$ cat src/rtl/els_sync_pkg.sv
package els_sync_pkg;
  typedef enum logic [1:0] {
    ADJ_NONE  = 2'd0,
    ADJ_SHORT = 2'd1,
    ADJ_LONG  = 2'd2
  } adj_e;

  typedef enum logic [1:0] {
    WIN_EARLY   = 2'd0,
    WIN_CENTRAL = 2'd1,
    WIN_LATE    = 2'd2
  } win_e;
endpackage

$ cat src/rtl/els_sym_ctr.sv
module els_sym_ctr
  import els_sync_pkg::*;
#(
  parameter int SPS = 12
) (
  input  logic clk_i,
  input  logic rst_ni,
  input  logic valid_i,
  input  adj_e adj_i,
  output win_e win_o,
  output logic skip_o,
  output logic sym_end_o
);
  localparam int THIRD = SPS / 3;
  localparam int CNT_W = $clog2(SPS);

  logic [CNT_W-1:0] cnt_q;
  logic             pad_q;

  assign skip_o    = valid_i & pad_q;
  assign sym_end_o = valid_i & ~pad_q & (cnt_q == CNT_W'(SPS - 1));

  always_comb begin
    if (cnt_q < CNT_W'(THIRD))          win_o = WIN_EARLY;
    else if (cnt_q < CNT_W'(2 * THIRD)) win_o = WIN_CENTRAL;
    else                                win_o = WIN_LATE;
  end

  always_ff @(posedge clk_i or negedge rst_ni) begin
    if (!rst_ni) begin
      cnt_q <= '0;
      pad_q <= 1'b0;
    end else if (valid_i) begin
      if (pad_q) begin
        pad_q <= 1'b0;
      end else if (sym_end_o) begin
        cnt_q <= (adj_i == ADJ_SHORT) ? CNT_W'(1) : '0;
        pad_q <= (adj_i == ADJ_LONG);
      end else begin
        cnt_q <= cnt_q + 1'b1;
      end
    end
  end
endmodule

$ cat src/rtl/els_win_integ.sv
module els_win_integ #(
  parameter int SAMPLE_W = 12,
  parameter int ACC_W    = 17
) (
  input  logic                       clk_i,
  input  logic                       rst_ni,
  input  logic                       valid_i,
  input  logic                       en_i,
  input  logic                       clr_i,
  input  logic signed [SAMPLE_W-1:0] sample_i,
  output logic signed [ACC_W-1:0]    sum_o,
  output logic        [ACC_W-1:0]    mag_o
);
  logic signed [ACC_W-1:0] sum_q;
  logic        [ACC_W-1:0] mag_q;
  logic [SAMPLE_W-1:0]     mag_s;
  logic signed [ACC_W-1:0] ext_s;

  assign mag_s = sample_i[SAMPLE_W-1] ? (~sample_i + 1'b1) : sample_i;
  assign ext_s = {{(ACC_W-SAMPLE_W){sample_i[SAMPLE_W-1]}}, sample_i};

  // totals include the current sample so the last one of a window counts
  assign sum_o = sum_q + (en_i ? ext_s : '0);
  assign mag_o = mag_q + (en_i ? {{(ACC_W-SAMPLE_W){1'b0}}, mag_s} : '0);

  always_ff @(posedge clk_i or negedge rst_ni) begin
    if (!rst_ni) begin
      sum_q <= '0;
      mag_q <= '0;
    end else if (valid_i) begin
      if (clr_i) begin
        sum_q <= '0;
        mag_q <= '0;
      end else if (en_i) begin
        sum_q <= sum_o;
        mag_q <= mag_o;
      end
    end
  end
endmodule

$ cat src/rtl/els_decide.sv
module els_decide #(
  parameter int ACC_W     = 17,
  parameter int ERR_W     = 19,
  parameter int LOCK_SYMS = 8,
  parameter int LOCK_THR  = 16
) (
  input  logic                    clk_i,
  input  logic                    rst_ni,
  input  logic                    sym_end_i,
  input  logic signed [ACC_W-1:0] central_i,
  input  logic signed [ERR_W-1:0] err_i,
  output logic                    bit_o,
  output logic                    bit_valid_o,
  output logic                    lock_o
);
  localparam int RUN_W = $clog2(LOCK_SYMS + 1);

  logic             prev_q;
  logic             dec;
  logic [ERR_W-1:0] err_abs;
  logic             small_err;
  logic [RUN_W-1:0] run_q, run_d;

  assign dec       = ~central_i[ACC_W-1];
  assign err_abs   = err_i[ERR_W-1] ? (~err_i + 1'b1) : err_i;
  assign small_err = err_abs < ERR_W'(LOCK_THR);

  always_comb begin
    if (!small_err)                        run_d = '0;
    else if (run_q == RUN_W'(LOCK_SYMS))   run_d = run_q;
    else                                   run_d = run_q + 1'b1;
  end

  always_ff @(posedge clk_i or negedge rst_ni) begin
    if (!rst_ni) begin
      prev_q      <= 1'b0;
      bit_o       <= 1'b0;
      bit_valid_o <= 1'b0;
      run_q       <= '0;
      lock_o      <= 1'b0;
    end else begin
      bit_valid_o <= sym_end_i;
      if (sym_end_i) begin
        bit_o  <= ~(dec ^ prev_q);
        prev_q <= dec;
        run_q  <= run_d;
        lock_o <= (run_d == RUN_W'(LOCK_SYMS));
      end
    end
  end
endmodule

$ cat src/rtl/els_sync.sv
module els_sync
  import els_sync_pkg::*;
#(
  parameter int SAMPLE_W  = 12,
  parameter int SPS       = 12,
  parameter int LOCK_SYMS = 8,
  parameter int LOCK_THR  = 16
) (
  input  logic                       clk_i,
  input  logic                       rst_ni,
  input  logic signed [SAMPLE_W-1:0] sample_i,
  input  logic                       sample_valid_i,
  output logic                       bit_o,
  output logic                       bit_valid_o,
  output logic                       lock_o
);
  localparam int ACC_W = SAMPLE_W + $clog2(SPS + 1) + 1;
  localparam int ERR_W = ACC_W + 2;

  win_e win;
  logic skip, sym_end;
  adj_e adj;

  logic signed [ACC_W-1:0] sum_tot [3];
  logic        [ACC_W-1:0] mag_tot [3];
  logic signed [ERR_W-1:0] m_early, m_cent, m_late, err;

  els_sym_ctr #(.SPS(SPS)) u_ctr (
    .clk_i     (clk_i),
    .rst_ni    (rst_ni),
    .valid_i   (sample_valid_i),
    .adj_i     (adj),
    .win_o     (win),
    .skip_o    (skip),
    .sym_end_o (sym_end)
  );

  for (genvar g = 0; g < 3; g++) begin : g_win
    els_win_integ #(.SAMPLE_W(SAMPLE_W), .ACC_W(ACC_W)) u_integ (
      .clk_i    (clk_i),
      .rst_ni   (rst_ni),
      .valid_i  (sample_valid_i),
      .en_i     (sample_valid_i & ~skip & (win == win_e'(g))),
      .clr_i    (sym_end),
      .sample_i (sample_i),
      .sum_o    (sum_tot[g]),
      .mag_o    (mag_tot[g])
    );
  end

  assign m_early = ERR_W'(mag_tot[0]);
  assign m_cent  = ERR_W'(mag_tot[1]);
  assign m_late  = ERR_W'(mag_tot[2]);
  assign err     = (m_cent - m_early) - (m_cent - m_late);

  // late energy heavier: boundary too early, stretch next symbol
  always_comb begin
    if (err > 0)      adj = ADJ_LONG;
    else if (err < 0) adj = ADJ_SHORT;
    else              adj = ADJ_NONE;
  end

  els_decide #(
    .ACC_W(ACC_W), .ERR_W(ERR_W), .LOCK_SYMS(LOCK_SYMS), .LOCK_THR(LOCK_THR)
  ) u_decide (
    .clk_i       (clk_i),
    .rst_ni      (rst_ni),
    .sym_end_i   (sym_end),
    .central_i   (sum_tot[1]),
    .err_i       (err),
    .bit_o       (bit_o),
    .bit_valid_o (bit_valid_o),
    .lock_o      (lock_o)
  );
endmodule

$ cat config.mk
export PLATFORM = sky130hd
export DESIGN_NAME = els_sync
export DESIGN_NICKNAME = d
export VERILOG_FILES = /design/src/rtl/els_sync_pkg.sv /design/src/rtl/els_sym_ctr.sv /design/src/rtl/els_win_integ.sv /design/src/rtl/els_decide.sv /design/src/rtl/els_sync.sv
export SDC_FILE = /design/constraint.sdc
export NUM_CORES = 1
export LEC_CHECK = 0
export ABC_AREA = 1
export ABC_CLOCK_PERIOD_IN_PS = 5240
export BUFFER_PORTS_ARGS = -buffer_cell sky130_fd_sc_hd__buf_4
export CAP_MARGIN = 20
export CORE_UTILIZATION = 60
export CTS_BUF_LIST = sky130_fd_sc_hd__clkbuf_8
export CTS_CLUSTER_DIAMETER = 60
export DETAILED_ROUTE_END_ITERATION = 16
export GPL_ROUTABILITY_DRIVEN = 0
export HOLD_SLACK_MARGIN = 0.03
export PLACE_DENSITY = 0.83
export RECOVER_POWER = 50
export SYNTH_ARGS = -nofsm -noshare
export SYNTH_HDL_FRONTEND = slang
export SYNTH_SLANG_ARGS = --single-unit
$ cat constraint.sdc
create_clock -name clk_i -period 5.24 [get_ports clk_i]
set_clock_uncertainty 0.2 [all_clocks]
set_input_delay 1.048 -clock clk_i [delete_from_list [all_inputs] [get_ports clk_i]]
set_output_delay 1.048 -clock clk_i [all_outputs]
set_load 0.005 [all_outputs]
==> results of run 1 <==
-- cells by family after synthesis --
kind of cell	share of synthesized area [%]
AND/OR/NAND/NOR	34.58
XOR/XNOR	7.804
buffers and inverters	9.650
AO/OA/AOI/OAI	14.21
adder cells (fa/ha/maj)	13.14
flip-flops	20.62
-- metal layers --
layer / track usage [%] / GRT overflow
met5: 39.41 / 0
met3: 67.45 / 0
met2: 90.37 / 7
met4: 73.05 / 7
met1: 76.81 / 0
-- per-stage QoR --
stage               hold WS (ns)  setup slack (ns)  cell area [um2]
floorplan                 0.2555           -0.6890            10180
global placement          0.2681            -1.577            12870
detailed placement        0.2725            -1.894            12870
CTS                       0.2969           -0.9504            14550
-- what timing repair did --
item                                    CTS
endpoints found under the hold margin     0
pin swaps                               168
resized for setup                       268
endpoints found under the setup margin    7
setup buffers                            55
==> run metrics, run 1 <==
largest net degree at the start of global routing 56; Synth Cell Area 9828 um2; Num CTS Buffers 9; Synth Area per Inst around 6.4 um2; Global Route Usage Sum 76.99%; dpl hpwl 26170 um; Yosys top cell by area dfrtp_1; Hold Buf Count CTS 0; run status did not finish; first-pass GRT wire length 96300 um; Halt Stage global routing (5_1_grt); Yosys reg bits 81; Post-synth EDFFs 0; H-tree depth 3; clock sinks 81; placed cell count 2075; Post-synth top cells nand2_1 (418), inv_1 (220), nor2_1 (161), nand3_1 (123), ha_1 (92); asr flop ratio synth 100.0%; CTS Buffer Depth 2; chip height ~130 um; Cell variety after synth 49; IO Pins 18; most numerous cell in the Yosys netlist nand2_1; stop err [ERROR GRT-0116] Global routing finished with congestion. Check the congestion regions in the DRC Viewer.; GRT overflow 14; commonest register cell after synthesis dfrtp_1; row count 46; DIE WIDTH between 100 and 150 um; Initial Util 61.65%; Cells after Synth 1547; # port buffers 17; synth top area cells dfrtp_1 (21%), nand2_1 (16%), ha_1 (12%); vias in the first global route 16519; sequential-to-total area share from yosys stat between 20 and 25%; Synth top area share 20.62%; synthesized net count between 1500 and 2000; Synth Warn # 0; root buffer cell clkbuf_8
==> run 2, diff against run 1 <==
- ABC_CLOCK_PERIOD_IN_PS: 5240 -> 6810
- CORE_UTILIZATION: 60 -> 40
- CTS_BUF_LIST: sky130_fd_sc_hd__clkbuf_8 -> unset
- CTS_CLUSTER_DIAMETER: 60 -> unset
- HOLD_SLACK_MARGIN: 0.03 -> unset
- PLACE_DENSITY: 0.83 -> unset
- PLACE_DENSITY_LB_ADDON: unset -> 0.15
- clock period: 5.24 -> 6.81 ns (I/O delays scaled with it)
==> run 2 against run 1 <==
Net effect:
- the flow now finishes, with violations (max-capacitance violations, max-slew violations)
- synthesized cell count unchanged
- synthesized area unchanged
==> run metrics, run 2 <==
final worst path period share 99.69%; via/cell ratio roughly 5; post-synthesis adder-cell area fraction 13.14% (unchanged); synthesized net count 1661 (unchanged); Core Box Area 23750 um2; Cell variety after synth 49 (unchanged); Max Cap Violations 2; commonest non-fill, non-tap cell in the layout buf_4; Synth Area in Simple Gates 34.58% (unchanged); Synth top area share 20.62% (unchanged); sequential-to-total area share from yosys stat 20.62% (unchanged); worst skew pair latency 0.36 ns; terminus of the critical flop-to-flop path u_decide.lock_o; Hold EP u_decide.bit_o; Post-Synth XOR/XNOR Area 7.804% (unchanged); CTS Buffer Depth 2 (unchanged); first drt pass iteration count 8; vias in the first global route 10657; largest net degree at the start of global routing 52; GRT overflow 0; WHS Path Cells 2; largest family of logic cells by synthesized area simple AND/OR/NAND/NOR gates (unchanged); TritonCTS clock tree yes; asr flop ratio synth 100.0% (unchanged); R2R cell count 42; # setup viols final 0; first-pass GRT wire length 52630 um; initial antenna violation count 0; biggest regs g_win.u_integ.mag_q (51), g_win.u_integ.sum_q (17); R2R Path Start u_ctr.cnt_q[2]; row count 56 (was 46); chip height 158.8 um (was 130.0 um); min cycle time layout 6.789 ns; mux cell area share after synthesis 0% (unchanged); WL per Instance 14.70 um; Die ar. about 25000 um2; Routed Antenna Nets 0; synth top area cells dfrtp_1 (21%), nand2_1 (16%), ha_1 (12%) (unchanged); Tightest Pin Transition 2.872 ns; Crit path top cell by count nand2_1; Crit Path Max Fanout 5; run status finished with violations (was did not finish); CP Data Arrival Time 6.89 ns; NumNets Final 2048; # port buffers 17 (unchanged); Initial Util 41.38% (was 61.65%); CP max stage cell fa_2; dpl hpwl 25880 um (was 26170 um); Num CTS Buffers 9 (unchanged); synth-to-layout area growth 48.20%; failing checks max-capacitance violations, max-slew violations; Cells after Synth 1547 (unchanged); complex-gate fraction of the synthesized area 14.21% (unchanged); Final Hold Fails 0; Hold Buf Count CTS 0 (unchanged); crit end category flop; IO Pins 18 (unchanged); worst endpoint required time 6.91 ns; Routed WL around 33000 um; # fillers roughly 2100; RSZ-0062 raised after global routing yes; critical path's largest stage delay 0.36 ns; R2R Setup Slk 0.65 ns; root buffer cell clkbuf_16 (was clkbuf_8); Post-synth top cells nand2_1 (418), inv_1 (220), nor2_1 (161), nand3_1 (123), ha_1 (92) (unchanged); H-tree depth 3 (unchanged); crit path kind in -> reg; DRC violations left 0; 1st-iter DRT viols 571; Synth Cell Area 9828 um2 (unchanged); slew margin rel. -91.47%; Reg clk slew, reported paths ~0.070 ns; n_diodes 0; Yosys top cell by area dfrtp_1 (unchanged); Synth Area per Inst 6.353 um2 (unchanged); worst hold path class reg -> reg; DIE WIDTH 158.8 um (was 130.0 um); total number of vias 11320; Layout Utilization 61.32%; Yosys reg bits 81 (unchanged); most frequent cells in the layout buf_4 (390), nand2_1 (380), inv_1 (191); Slew Limit Fails 84; Largest Register g_win.u_integ.mag_q; max reg flops 51; Global Route Usage Sum 25.99%; highest clock rate 147.3 MHz; min-delay src u_decide.bit_o; Post-synth EDFFs 0 (unchanged); share of cells above drive strength 1 35.19%; commonest register cell after synthesis dfrtp_1 (unchanged); Startpoint Class input pin; clock sinks 81 (unchanged); Synth Warn # 0 (unchanged); most numerous cell in the Yosys netlist nand2_1 (unchanged)
[run 2: cell counts after synthesis]
Identical to the previous run, type by type.
[run 2: kinds of logic (layout without fill, tap and decap cells)]
kind of cell    after synthesis  in the layout
buf+inv                     248            639
xor+xnor                     85             85
flops                        81             81
compound gates              244            244
fa+ha+maj                    99             99
simple gates                790            790
[run 2: repair_timing]
action | 4_1_cts | 5_1_grt
pin swaps | 33 | 93
resized for setup | 103 | 180
setup buffers | 12 | 30
setup endpoints to repair | 7 | 7
gates cloned | 0 | 1
[run 2: worst max-delay path, delay by kind of cell]
family                   cells  cell delay [ns]
AND/OR/NAND/NOR             25             2.22
AO/OA/AOI/OAI                6             1.12
adder cells (fa/ha/maj)      3             0.86
XOR/XNOR                     1             0.17
buffers and inverters        9             1.13
[run 2: how the worst max path moves through the flow]
stage	depth (start not counted)	from	slack (ns)	end
6_report	44	sample_i[1]	0.02	u_decide.lock_o
5_1_grt	41	sample_i[2]	-0.33	u_decide.lock_o
4_1_cts	44	sample_i[3]	0.002	u_decide.lock_o
3_5_place_dp	43	sample_i[3]	-1.0	u_decide.lock_o
3_3_place_gp	41	sample_i[3]	-0.91	u_decide.lock_o
2_1_floorplan	41	sample_valid_i	0.02	u_decide.lock_o
[run 2: final cells by class]
class                   instances  area, um2  area share [%]
clock buffers                  10      229.0           1.572
clock inverters                 5      81.33          0.5584
inverters                     225      862.1           5.919
multi-input cells            1218       7961           54.66
flip-flops and latches         81       2027           13.92
well taps                     319      399.1           2.740
repair buffers                398       2999           20.59
repair inverters                1      6.256         0.04295
[run 2: per-layer routing]
metal  routed length, um  track usage, %
met3                1498           3.318
met2               14900           41.93
met1               15920           36.15
met4                 869           7.282
met5                   0               0
[run 2: stage by stage]
stage | worst slack [ns] | hold WS [ns] | instance area [um2] | setup TNS, ns | instances
2_1_floorplan | 0.01927 | 0.2555 | 9828 | 0 | 1547
3_3_place_gp | -0.9081 | 0.2702 | 12800 | -5.116 | 2199
3_5_place_dp | -0.9999 | 0.2720 | 12800 | -5.652 | 2199
4_1_cts | 0.002225 | 0.2896 | 13640 | 0 | 2226
5_1_grt | -0.3310 | 0.3158 | 14570 | -1.270 | 2257
6_report | 0.02119 | 0.2833 | 14570 | 0 | 2257
Power of run 2 is left out: the tool's default activity adds up to more than one toggle a clock period on the data nets, which glitch-free logic cannot reach.
